==> src/rtl/lhp_pkg.sv <==
package lhp_pkg;

    // Four-state direction counter; bit 1 is the predicted direction.
    typedef enum logic [1:0] {
        CTR_STRONG_NT = 2'b00,
        CTR_WEAK_NT   = 2'b01,
        CTR_WEAK_T    = 2'b10,
        CTR_STRONG_T  = 2'b11
    } ctr_state_e;

    localparam ctr_state_e CTR_RESET = CTR_WEAK_NT;

endpackage

==> src/rtl/lhp_ctr_step.sv <==
// Next-state logic of one direction counter.
module lhp_ctr_step
    import lhp_pkg::*;
(
    input  ctr_state_e cur,
    input  logic       taken,
    output ctr_state_e nxt
);

    always_comb begin
        unique case (cur)
            CTR_STRONG_NT: nxt = taken ? CTR_WEAK_NT  : CTR_STRONG_NT;
            CTR_WEAK_NT:   nxt = taken ? CTR_WEAK_T   : CTR_STRONG_NT;
            CTR_WEAK_T:    nxt = taken ? CTR_STRONG_T : CTR_WEAK_NT;
            CTR_STRONG_T:  nxt = taken ? CTR_STRONG_T : CTR_WEAK_T;
            default:       nxt = CTR_RESET;
        endcase
    end

endmodule

==> src/rtl/lhp_hist_table.sv <==
// Per-branch outcome shift registers, one lookup port and one update port.
module lhp_hist_table #(
    parameter int IDX_W    = 4,
    parameter int HIST_LEN = 4
) (
    input  logic                clk,
    input  logic                rst_n,
    input  logic [IDX_W-1:0]    rd_idx,
    output logic [HIST_LEN-1:0] rd_hist,
    input  logic                up_we,
    input  logic [IDX_W-1:0]    up_idx,
    input  logic                up_taken,
    output logic [HIST_LEN-1:0] up_hist
);

    localparam int ENTRIES = 1 << IDX_W;

    logic [ENTRIES-1:0][HIST_LEN-1:0] hist_q;
    logic [HIST_LEN-1:0]              hist_shifted;

    assign rd_hist = hist_q[rd_idx];
    assign up_hist = hist_q[up_idx];

    generate
        if (HIST_LEN == 1) begin : g_single
            assign hist_shifted = up_taken;
        end else begin : g_shift
            assign hist_shifted = {up_hist[HIST_LEN-2:0], up_taken};
        end
    endgenerate

    always_ff @(posedge clk) begin
        if (!rst_n) begin
            hist_q <= '0;
        end else if (up_we) begin
            hist_q[up_idx] <= hist_shifted;
        end
    end


    hist_lsb_chk: assert property (@(posedge clk) disable iff (!rst_n)
        up_we |=> hist_q[$past(up_idx)][0] == $past(up_taken));


    hist_hold_chk: assert property (@(posedge clk) disable iff (!rst_n)
        !up_we |=> $stable(hist_q));


    hist_reset_chk: assert property (@(posedge clk)
        !rst_n |=> hist_q == '0);

endmodule

==> src/rtl/lhp_pattern_table.sv <==
// Direction counters indexed by a history value.
module lhp_pattern_table
    import lhp_pkg::*;
#(
    parameter int HIST_LEN = 4
) (
    input  logic                clk,
    input  logic                rst_n,
    input  logic [HIST_LEN-1:0] rd_hist,
    output ctr_state_e          rd_ctr,
    input  logic                up_we,
    input  logic [HIST_LEN-1:0] up_hist,
    input  logic                up_taken
);

    localparam int CTRS = 1 << HIST_LEN;

    ctr_state_e [CTRS-1:0] ctr_q;
    ctr_state_e            up_ctr;
    ctr_state_e            up_next;

    assign rd_ctr = ctr_q[rd_hist];
    assign up_ctr = ctr_q[up_hist];

    lhp_ctr_step u_step (
        .cur   (up_ctr),
        .taken (up_taken),
        .nxt   (up_next)
    );

    always_ff @(posedge clk) begin
        if (!rst_n) begin
            for (int i = 0; i < CTRS; i++) begin
                ctr_q[i] <= CTR_RESET;
            end
        end else if (up_we) begin
            ctr_q[up_hist] <= up_next;
        end
    end


    ctr_sat_hi_chk: assert property (@(posedge clk) disable iff (!rst_n)
        (up_we && up_taken && up_ctr == CTR_STRONG_T)
        |=> ctr_q[$past(up_hist)] == CTR_STRONG_T);


    ctr_sat_lo_chk: assert property (@(posedge clk) disable iff (!rst_n)
        (up_we && !up_taken && up_ctr == CTR_STRONG_NT)
        |=> ctr_q[$past(up_hist)] == CTR_STRONG_NT);


    ctr_inc_chk: assert property (@(posedge clk) disable iff (!rst_n)
        (up_we && up_taken && up_ctr != CTR_STRONG_T)
        |=> 2'(ctr_q[$past(up_hist)]) == 2'(2'($past(up_ctr)) + 2'd1));


    ctr_dec_chk: assert property (@(posedge clk) disable iff (!rst_n)
        (up_we && !up_taken && up_ctr != CTR_STRONG_NT)
        |=> 2'(ctr_q[$past(up_hist)]) == 2'(2'($past(up_ctr)) - 2'd1));


    ctr_hold_chk: assert property (@(posedge clk) disable iff (!rst_n)
        !up_we |=> $stable(ctr_q));


    ctr_reset_chk: assert property (@(posedge clk)
        !rst_n |=> ctr_q[0] == CTR_WEAK_NT);

endmodule

==> src/rtl/lhp_local_predictor.sv <==
// Two-level local history direction predictor.
module lhp_local_predictor
    import lhp_pkg::*;
#(
    parameter int PC_W     = 32,
    parameter int PC_LSB   = 2,
    parameter int IDX_W    = 4,
    parameter int HIST_LEN = 4
) (
    input  logic            clk,
    input  logic            rst_n,
    input  logic [PC_W-1:0] pred_pc,
    output logic            pred_taken,
    input  logic            upd_valid,
    input  logic [PC_W-1:0] upd_pc,
    input  logic            upd_taken
);

    logic [IDX_W-1:0]    pred_idx;
    logic [IDX_W-1:0]    upd_idx;
    logic [HIST_LEN-1:0] pred_hist;
    logic [HIST_LEN-1:0] upd_hist;
    ctr_state_e          pred_ctr;
    logic [1:0]          pred_bits;

    // First level: the address field picks a history slot.
    assign pred_idx = pred_pc[PC_LSB +: IDX_W];
    assign upd_idx  = upd_pc[PC_LSB +: IDX_W];

    lhp_hist_table #(
        .IDX_W    (IDX_W),
        .HIST_LEN (HIST_LEN)
    ) u_hist (
        .clk      (clk),
        .rst_n    (rst_n),
        .rd_idx   (pred_idx),
        .rd_hist  (pred_hist),
        .up_we    (upd_valid),
        .up_idx   (upd_idx),
        .up_taken (upd_taken),
        .up_hist  (upd_hist)
    );

    // Second level: the history value picks a counter.
    lhp_pattern_table #(
        .HIST_LEN (HIST_LEN)
    ) u_pat (
        .clk      (clk),
        .rst_n    (rst_n),
        .rd_hist  (pred_hist),
        .rd_ctr   (pred_ctr),
        .up_we    (upd_valid),
        .up_hist  (upd_hist),
        .up_taken (upd_taken)
    );

    assign pred_bits  = pred_ctr;
    assign pred_taken = pred_bits[1];


    pred_hold_chk: assert property (@(posedge clk) disable iff (!rst_n)
        !upd_valid |=> (!$stable(pred_pc) || $stable(pred_taken)));


    upd_known_chk: assert property (@(posedge clk) disable iff (!rst_n)
        upd_valid |-> !$isunknown({upd_pc, upd_taken}));

endmodule

==> config.mk <==
export PLATFORM = sky130hd
export DESIGN_NAME = lhp_local_predictor
export DESIGN_NICKNAME = d
export VERILOG_FILES = /design/src/rtl/lhp_pkg.sv /design/src/rtl/lhp_ctr_step.sv /design/src/rtl/lhp_hist_table.sv /design/src/rtl/lhp_pattern_table.sv /design/src/rtl/lhp_local_predictor.sv
export SDC_FILE = /design/constraint.sdc
export NUM_CORES = 1
export LEC_CHECK = 0
export BUFFER_PORTS_ARGS = -buffer_cell sky130_fd_sc_hd__buf_4
export CAP_MARGIN = 25
export CORE_UTILIZATION = 55
export CTS_BUF_LIST = sky130_fd_sc_hd__clkbuf_8
export DETAILED_ROUTE_END_ITERATION = 10
export PLACE_DENSITY = 0.8
export SLEW_MARGIN = 20
export SYNTH_ARGS = -nofsm -noshare
export SYNTH_HDL_FRONTEND = slang
export SYNTH_HIERARCHICAL = 1
export SYNTH_SLANG_ARGS = --single-unit
==> constraint.sdc <==
create_clock -name clk -period 5.7 [get_ports clk]
set_clock_uncertainty 0.05 [all_clocks]
set_input_delay 0.285 -clock clk [delete_from_list [all_inputs] [get_ports clk]]
set_output_delay 0.285 -clock clk [all_outputs]
set_load 0.05 [all_outputs]
Word-level counts from Yosys, hierarchy flattened. Cells that the tools add are included.

Latch bits: 0. Register bits after elaboration: 96. Word-level logic and storage cells: 63. Bits in writable memories: 0. Memories: 0. ROM bits: 0.

Multipliers: 0. Divide/modulo/power cells: 0. $add $sub $neg: 0. Shift-type cells: 0. Muxes and demuxes: 19. Bitwise operators: 0. $lt $le $gt $ge: 6. Equal/unequal tests: 3. Reductions and logical operators: 3.

Operators with widths (count): $bwmux W64 (1); $bmux W4 S4 (2); $bwmux W32 (1); $lt A4 B5 Y1 const B (4); $bmux W2 S4 (2); $demux W4 S4 (1); $mux W4 (3); $mux W2 (5); $demux W2 S4 (1); $ge A4 B1 Y1 const B (2); $pmux W2 S4 (1); $eq A2 B2 Y1 const B (2); $eq A2 B1 Y1 const B (1); $logic_and A1 B1 Y1 (2); $logic_not A2 Y1 (1); $mux W1 (2).

Depth between registers and ports, before layout. Gate-level depths: netlist of run 1.

Depth in word-level cells: 7. Depth in mapped cells: 16. Gate-level depth less buffers: 10.

By module. Netlist of run 1, hierarchy kept.

Modules (own cells, without submodules): lhp_hist_table (cells an instance 384, area an instance 3691.0 µm², seq. area each 1281.2 µm², instances 1); lhp_pattern_table (cells an instance 197, area an instance 1859.3 µm², seq. area each 640.6 µm², instances 1); lhp_ctr_step (cells an instance 3, area an instance 26.3 µm², seq. area each 0.0 µm², instances 1).

Worst setup path after synthesis of run 1. OpenSTA, ideal clock, no wires.

Path kind: in2reg. Start point: in upd_pc[2]. End point: reg u_pat/ctr_q[0] (netlist name). Cell stages on the path: 15. Arrival: 3.072 ns. Path buffers: 5. Setup slack: 2.516 ns. Path through: buf_6 mux4_2 a22oi_1 nand3_1 buf_6 buf_8 mux4_1 a22oi_1 nand2_1 inv_1 maj3_2 clkbuf_1 clkbuf_1 nand3_1 nand3_1.

Word-level cells in the longest chain between the ends: 7.

RTL lines: start: declaration (line lhp_local_predictor.sv:15) `input logic [PC_W-1:0] upd_pc,`; $bmux W4 S4 * (line lhp_hist_table.sv:22) `assign up_hist = hist_q[up_idx];`; $mux W4 (implied by the code) * (line lhp_hist_table.sv:22); via upd_hist[0] (line lhp_local_predictor.sv:22) `logic [HIST_LEN-1:0] upd_hist;`; $bmux W2 S4 * (line lhp_pattern_table.sv:23) `assign up_ctr = ctr_q[up_hist];`; $mux W2 (implied by the code) * (line lhp_pattern_table.sv:23); via u_pat.up_ctr[0] (line lhp_pattern_table.sv:19) `ctr_state_e up_ctr;`; $eq A2 B2 Y1 (tied with other cells) (line lhp_ctr_step.sv:11) `unique case (cur)`; $pmux W2 S4 * (line lhp_ctr_step.sv:11); via u_pat.up_next[0] (line lhp_pattern_table.sv:20) `ctr_state_e up_next;`; $bwmux W32 * (line lhp_pattern_table.sv:37) `ctr_q[up_hist] <= up_next;`; end signal: indexed assignment (line lhp_pattern_table.sv:37); end: declaration (line lhp_pattern_table.sv:18) `ctr_state_e [CTRS-1:0] ctr_q;`.

Mark *: on every way through the listed nets, which the timed path passes. The rest lies on a longest branch. The select of a mux whose other input is x is not followed. A chain may end at the register's enable or synchronous reset.

Worst setup path after layout of run 1.
Start point: in upd_pc[2]. End point: reg u_pat/ctr_q[27] (netlist name).

The elaborated chain is that of the path after synthesis.

==> results of run 1 <==
==> cell type report <==
class	instances	area (sq um)	share of cell area [%]
clock inverter	5	45.04	0.8034
clock buffer	9	123.9	2.209
multi-input combinational	417	3229	57.60
timing repair buffer	15	116.4	2.075
sequential	96	1922	34.28
inverter	1	3.754	0.06695
tap	133	166.4	2.968
==> how the worst max path moves through the flow <==
stage,endpoint
floorplan,u_pat/ctr_q[0]
global placement,u_pat/ctr_q[22]
detailed placement,u_pat/ctr_q[4]
CTS,u_pat/ctr_q[27]
finish,u_pat/ctr_q[27]
global route,u_pat/ctr_q[27]
==> sequential cells by signal (all words and copies together), names as in the netlist <==
name and cells:
u_pat/ctr_q 32, u_hist/hist_q 64
==> per-layer routing <==
layer,up-vias,share of wire [%]
met5,-,0
met1,2316,40
met2,307,48
li1,2107,-
met4,0,2.2
met3,36,9.9
==> worst reg2reg max path, delay by kind of cell (launching register included) <==
kind,cells,cell delay [ns]
adders and majority gates,1,0.46
DFF,1,0.33
AOI/OAI and AO/OA,3,0.59
and+or+nand+nor,3,0.87
muxes,2,1.29
==> power by group through the flow <==
stage	sequential [mW]	clock, mW	combinational (mW)
floorplan	0.690	0	0.0856
global placement	0.690	0	0.108
detailed placement	0.690	0	0.111
CTS	0.674	0.419	0.111
global route	0.675	0.447	0.120
finish	0.674	0.414	0.114
==> per-stage QoR <==
step	instance area (sq um)	hold WS [ns]	utilization [%]	total power, mW
floorplan	5465	0.3888	-	0.7752
global placement	5419	0.4198	55.96	0.7983
detailed placement	5430	0.4298	56.07	0.8009
CTS	5599	0.2635	57.82	1.205
global route	5607	0.2778	57.89	1.242
finish	5607	0.2841	57.89	1.203
==> impl_metrics.yaml, run 1 <==
status:
  status: "completed"
power_and_ir_drop:
  power_density_mw_per_mm2: 214.6
  cellLeakagePower_nw: 1.766
  switching_share_pct: 25.05
  peakVddDrop_mv: 0.1183
  seq_power_share_pct: 56.0
  intPower_uw: 901.8
  share_comb_of_total_power_pct: 9.5
  p_switching_uw: 301.4
  p_clk_share_pct: 34.4
setup_path:
  critPathKind: "in -> reg"
  timing.rr.end: "u_pat/ctr_q[27]"
  slowest_stage: "mux4_1"
  startpoint_type: "input pin"
  crit_buf_inv: 1
  crit_cells: 10
  worstPathCellList: "buf_4 -> mux4_2 -> a22oi_1 -> nand3_1 -> mux4_1 -> a22oi_1 -> nand2_1 -> maj3_2 -> nand3_1 -> a21boi_0"
  worst_r2r_startpoint: "u_hist/hist_q[12]"
  reg2regPathDepth: 9
  crit_fanout: 24
  required_ns: 5.88
  crit_start: "upd_pc[2]"
  r2r_slack_ns: 1.99
  crit_path_end_kind: "register"
  crit_arrival_ns: 3.95
  critPathTopFamily: "multiplexers"
  critPathMaxStageDelay_ns: 0.73
floorplanning:
  coreArea_sq_mm: 0.009684
  die_area_sq_mm: 0.01034
  die_h_microns: 101.7
  die_x_microns: 101.7
  num_rows: 36
  ios: 69
  start_util_pct: 56.43
clock_tree:
  postCtsResizedCells: 0
  cts-root-buf: "clkbuf_8"
  clockBufferDepth: 2
  clkTransAtPathRegs_ns: 0.08
  cts_hold_buf: 0
  numCtsBuffers: 9
  postCtsSetupBuffers: 0
  clkSinkCount: 96
  cts_htree_levels: 3
  tritoncts: "done"
  clock_latency_ns: 0.36
route:
  drt_iter0_markers: 550
  vias: 4766
  dr.pass1.iters: 5
  drc: 0
  routed_wirelength_mm: 14.20
  ant_nets: 0
  post_drt_wl_per_cell_microns: 21.01
  via_per_inst: 7.050
sta:
  min_period_ns: 3.764
  finalMaxSlewViolations: 0
  worst_pin_slew_ns: 0.8152
  fin_ws_ns: 1.936
  finalHoldViolCount: 0
  setup_violations: 0
  fmax_ghz: 0.2656
  period_share_pct: 66.04
  max-slew-margin-rel_pct: 45.50
  fin_setup_tns_ns: 0
  rsz0062_at_grt: "no"
cells_and_area:
  drive_above_1_share_pct: 11.97
  final_common_cell: "nand3_1"
  diodes: 0
  area_growth_pct: 2.587
  nets: 608
  fin_cells: 676
  nFillCells: 814
  final_cell_mix: "nand3_1 (132), o21ai_0 (96), dfxtp_1 (96), a21boi_0 (72), mux4_2 (28)"
synthesis:
  yosysWarnings: 6
  syn_area_sq_mm: 0.005465
  syn_avg_cell_area_sq_um: 9.488
  synth_nets: 644
  synth_cells: 576
global_routing:
  met2_usage_pct: 46.26
  grt_pass1_vias: 4420
  grt_antenna_before_repair: 0
  grt-busiest-layer: "met2"
  grt-ovfl-total: 0
  grt_pass1_wl_mm: 22.49
  grtUsageMet3_pct: 5.107
  grt.met1_usage_pct: 38.43
  track_usage_pct: 28.70
  grt_max_degree: 97
worst_hold_path:
  whs_path_depth: 3
  min_path_type: "in -> reg"
  hold_end: "u_hist/hist_q[28]"
  hp-start: "upd_taken"
place:
  post-dp-hpwl_mm: 8.950
  io_buffer_count: 12
  place.gp.congestion: 0.8827
  place_ws_ns: 1.638
  dp.cells: 661
flow_run:
  maxCapViolCount: 0
No activity file was read; power rests on OpenSTA's default activity.
==> run 2: changes to the inputs <==
Settings changed: PLACE_DENSITY 0.8 to 0.83.
Clock period 5.7 ns to 3.35 ns, I/O delays scaled along.
==> run 2 against run 1 <==
Effect of this change:
- critical path depth stayed put
- global-route usage up 0.89 points
- count of clock-buffer cells in the layout increased by 2
- first-iteration DRC count grew 13%
- critical endpoint is now u_pat/ctr_q[26]
==> impl_metrics.yaml, run 2 (synthesis results as in run 1) <==
setup_path:
  worst_r2r_startpoint: "u_hist/hist_q[12]"
  required_ns: 3.52
  crit_path_end_kind: "register"
  critPathCapture: "u_pat/ctr_q[26]"
  r2r_slack_ns: 0.13
  crit_start: "u_hist/hist_q[12]"
  crit_arrival_ns: 3.39
  crit_fanout: 16
  reg2regPathDepth: 10
  timing.rr.end: "u_pat/ctr_q[26]"
  critPathKind: "reg -> reg"
  startpoint_type: "register"
clock_tree:
  clkTransAtPathRegs_ns: 0.09
  cts_hold_buf: 0
  clkSinkCount: 96
  numCtsBuffers: 9
  cts-root-buf: "clkbuf_8"
  postCtsSetupBuffers: 0
  clock_latency_ns: 0.38
  tritoncts: "done"
  cts_htree_levels: 3
  clockBufferDepth: 2
route:
  dr.pass1.iters: 6
  post_drt_wl_per_cell_microns: 21.23
  routed_wirelength_mm: 14.58
  ant_nets: 0
  via_per_inst: 7.132
  drc: 0
  vias: 4900
  drt_iter0_markers: 623
sta:
  period_share_pct: 96.22
  fin_setup_tns_ns: 0
  finalHoldViolCount: 0
  setup_violations: 0
  finalMaxSlewViolations: 0
  max-slew-margin-rel_pct: 46.92
  min_period_ns: 3.224
  fmax_ghz: 0.3102
  worst_pin_slew_ns: 0.7954
  rsz0062_at_grt: "no"
place:
  io_buffer_count: 12
  placed_cell_area_sq_mm: 0.005502
  post-dp-hpwl_mm: 9.322
  dp.cells: 671
  place.gp.congestion: 0.8270
worst_hold_path:
  min_path_type: "in -> reg"
  hp-start: "upd_taken"
cells_and_area:
  final_common_cell: "nand3_1"
  reg_top3: "u_hist/hist_q x64, u_pat/ctr_q x32"
  final_cell_mix: "nand3_1 (132), o21ai_0 (96), dfxtp_1 (96), a21boi_0 (72), mux4_2 (28)"
  utilization_pct: 59.59
  fin_cells: 687
  top_register: "u_hist/hist_q"
  area_growth_pct: 5.586
  nets: 617
  drive_above_1_share_pct: 14.98
  largest_register_ffs: 64
  diodes: 0
  final_area_sq_mm: 0.005771
floorplanning:
  die_h_microns: 101.7
  die_x_microns: 101.7
  start_util_pct: 56.43
  ios: 69
  die_area_sq_mm: 0.01034
  coreArea_sq_mm: 0.009684
  num_rows: 36
status:
  status: "completed"
global_routing:
  track_usage_pct: 29.59
  grt_antenna_before_repair: 0
  grt_pass1_vias: 4629
  grt_pass1_wl_mm: 23.27
  grt-ovfl-total: 0
  grt_max_degree: 97
power_and_ir_drop:
  cellLeakagePower_nw: 1.837
  power_density_mw_per_mm2: 397.5
  peakVddDrop_mv: 0.2295
flow_run:
  maxCapViolCount: 0
run 2: changes by cell type in the layout (fill, tap and decap cells not counted), moves of 2 or more:
cell       change
buf_4         +10
bufinv_16      +2
clkbuf_8       +2
inv_1          -4
maj3_2         -2
maj3_4         +2
run 2: metal layers:
| layer | part of all wire (%) | GRT usage [%] | routed length (microns) |
|---|---|---|---|
| met1 | 39 | 39.19 | 5641 |
| met2 | 48 | 46.62 | 7035 |
| met3 | 10 | 4.969 | 1501 |
| met4 | 2.8 | 15.50 | 405 |
| met5 | 0 | 0 | 0 |
run 2: per-stage QoR:
step / power (mW) / worst slack, ns / hold WS (ns)
2_1_floorplan: 1.319 / 0.2833 / 0.2713
5_1_grt: 2.359 / 0.01647 / 0.1453
3_3_place_gp: 1.362 / 0.06140 / 0.4169
6_report: 2.294 / 0.1265 / 0.1314
4_1_cts: 2.297 / 0.1410 / 0.1157
3_5_place_dp: 1.366 / 0.01710 / 0.4291
run 2: power by group:
group / switching (mW) / internal [mW]
clock: 0.411 / 0.535
combinational: 0.133 / 0.0667
sequential: 0.00273 / 1.14
run 2: area by class of cell:
class | instances | area [sq um]
timing repair buffer | 24 | 180.2
sequential | 96 | 1922
clock buffer | 11 | 151.4
fill | 770 | 3914
multi-input combinational | 417 | 3244
clock inverter | 5 | 102.6
inverter | 1 | 3.754
tap | 133 | 166.4
run 2: how the worst min path moves through the flow:
stage                              to  slack, ns  cells past startpoint
global placement     u_hist/hist_q[2]       0.42                      2
detailed placement    u_pat/ctr_q[30]       0.43                      2
global route         u_hist/hist_q[4]       0.15                      3
floorplan             u_pat/ctr_q[27]       0.27                      1
CTS                 u_hist/hist_q[44]       0.12                      3
finish              u_hist/hist_q[20]       0.13                      3
run 2: what timing repair did:
item | in CTS | in global routing
endpoints found under the setup margin | 0 | 26
gates resized for setup | 0 | 4
endpoints found under the hold margin | 0 | 0
run 2: worst max-delay path, stage by stage, from the launching register on:
cell and delay [ns]:
dfxtp_1 0.33, mux4_2 0.55, a22oi_2 0.26, nand3_1 0.10, buf_4 0.21, mux4_1 0.51
a22oi_1 0.26, nand2_1 0.14, maj3_4 0.44, nand3_1 0.11, nand3_1 0.09
==> run 3: changes to the inputs <==
Settings changed: ABC_AREA set to 1.
==> run 3 against run 2 <==
Effect of this change:
- final cell count rose by 44%
- via count is 12% higher
- first-iteration DRC count decreased by 11%
- utilization decreased by 0.050 points
- hold slack lost 0.013 ns
- combinational power is 68% higher
- critical path type unchanged
==> impl_metrics.yaml, run 3 <==
global_routing:
  grt_max_degree: 80
  grt_pass1_vias: 4763
  grt_antenna_before_repair: 0
  grt-ovfl-total: 0
  grt_pass1_wl_mm: 22.98
  track_usage_pct: 28.58
clock_tree:
  cts_htree_levels: 3
  postCtsResizedCells: 0
  tritoncts: "done"
  clockBufferDepth: 2
  clkTransAtPathRegs_ns: 0.09
  cts_hold_buf: 0
  postCtsSetupBuffers: 0
  clock_latency_ns: 0.38
  numCtsBuffers: 9
  cts-root-buf: "clkbuf_8"
  clkSinkCount: 96
cells_and_area:
  final_common_cell: "nand2_1"
  nFillCells: 940
  utilization_pct: 59.54
  reg_top3: "u_hist/hist_q x64, u_pat/ctr_q x32"
  final_cell_mix: "nand2_1 (274), o21ai_0 (112), dfxtp_1 (96), nor2_1 (74), inv_1 (69)"
  nets: 922
  largest_register_ffs: 64
  top_register: "u_hist/hist_q"
  diodes: 0
  drive_above_1_share_pct: 10.94
  area_growth_pct: 5.084
setup_path:
  required_ns: 3.61
  crit_fanout: 18
  startpoint_type: "register"
  critPathKind: "reg -> reg"
  crit_arrival_ns: 3.17
  crit_path_end_kind: "register"
sta:
  worst_pin_slew_ns: 0.6766
  setup_violations: 0
  fin_ws_ns: 0.4331
  finalMaxSlewViolations: 0
  fin_setup_tns_ns: 0
  holdWs_ns: 0.1186
  min_period_ns: 2.917
  fmax_ghz: 0.3428
  rsz0062_at_grt: "no"
  max-slew-margin-rel_pct: 54.89
  finalHoldViolCount: 0
  period_share_pct: 87.07
route:
  routed_wirelength_mm: 13.93
  ant_nets: 0
  dr.pass1.iters: 5
  drt_iter0_markers: 555
  vias: 5496
  drc: 0
  via_per_inst: 5.540
  post_drt_wl_per_cell_microns: 14.04
place:
  io_buffer_count: 12
  place.gp.congestion: 0.9420
  post-dp-hpwl_mm: 9.344
  place_ws_ns: 0.1455
synthesis:
  synth_cells: 862
  yosysWarnings: 6
  synth_nets: 930
  syn_area_sq_mm: 0.005538
  syn_avg_cell_area_sq_um: 6.424
power_and_ir_drop:
  p_clk_share_pct: 32.4
  share_comb_of_total_power_pct: 15.0
  cellLeakagePower_nw: 2.647
  p_switching_uw: 649.9
  power_density_mw_per_mm2: 383.7
  finalPower_mw: 2.233
  intPower_mw: 1.583
  peakVddDrop_mv: 0.1977
  switching_share_pct: 29.10
  seq_power_share_pct: 52.6
floorplanning:
  ios: 69
  die_x_microns: 102.3
  die_area_sq_mm: 0.01047
  coreArea_sq_mm: 0.009774
  die_h_microns: 102.3
  num_rows: 36
  start_util_pct: 56.66
flow_run:
  maxCapViolCount: 0
status:
  status: "completed"
worst_hold_path:
  min_path_type: "in -> reg"
==> run 3: metrics by stage <==
| stage | instance area (sq um) | std cells |
|---|---|---|
| after floorplan | 5538 | 862 |
| after global placement | 5634 | 976 |
| after detailed placement | 5634 | 976 |
| after CTS | 5819 | 992 |
| after global routing | 5819 | 992 |
| final | 5819 | 992 |
==> run 3: final timing paths <==
kind | startpoint | to | slack, ns | cells after the start
worst min-delay path | upd_taken | u_hist/hist_q[20] | 0.12 | 3
worst max-delay path | u_hist/hist_q[4] | u_pat/ctr_q[23] | 0.43 | 22
worst max register to register | u_hist/hist_q[4] | u_pat/ctr_q[23] | 0.43 | 22
worst min register to register | u_pat/ctr_q[24] | u_pat/ctr_q[24] | 0.42 | 2
==> run 3: critical path, cell delays in order, from the launching register on <==
cell     delay (ns)
dfxtp_1        0.33
nand2_1        0.06
nand2_1        0.06
nand2_1        0.05
nand2_1        0.05
nand2_1        0.10
nand2_2        0.10
nor2_8         0.34
inv_2          0.26
inv_6          0.22
nand2_1        0.07
nand2_1        0.06
nand2_1        0.06
nand2_1        0.07
nand2_1        0.06
nand2_1        0.06
inv_1          0.04
nand2_1        0.06
nand2_1        0.07
a21oi_1        0.21
buf_4          0.20
o21ai_0        0.10
a21oi_1        0.15
==> run 3: layout make-up <==
type                            instances  area (sq um)  share of cell area, %
Multi-Input combinational cell        645          3075                  52.85
Sequential cell                        96          1922                  33.03
Inverter                               80         305.3                  5.246
Tap cell                              133         166.4                  2.860
Clock buffer                           12         165.2                  2.838
Timing Repair Buffer                   22         165.2                  2.838
Clock inverter                          4         20.02                 0.3440
==> run 3: layer usage <==
metal	vias to the layer above	wire, microns	GRT usage (%)
met2	211	6131	44.71
met4	0	354	11.43
met1	2473	6349	38.54
met5	-	0	0
li1	2774	-	-
met3	38	1098	5.746
==> run 3: power by group through the flow <==
stage               Combinational [mW]  Sequential [mW]  Clock [mW]
floorplan                        0.245             1.20           0
global placement                 0.326             1.20           0
detailed placement               0.329             1.20           0
CTS                              0.330             1.17       0.729
global route                     0.369             1.18       0.783
finish                           0.335             1.18       0.722
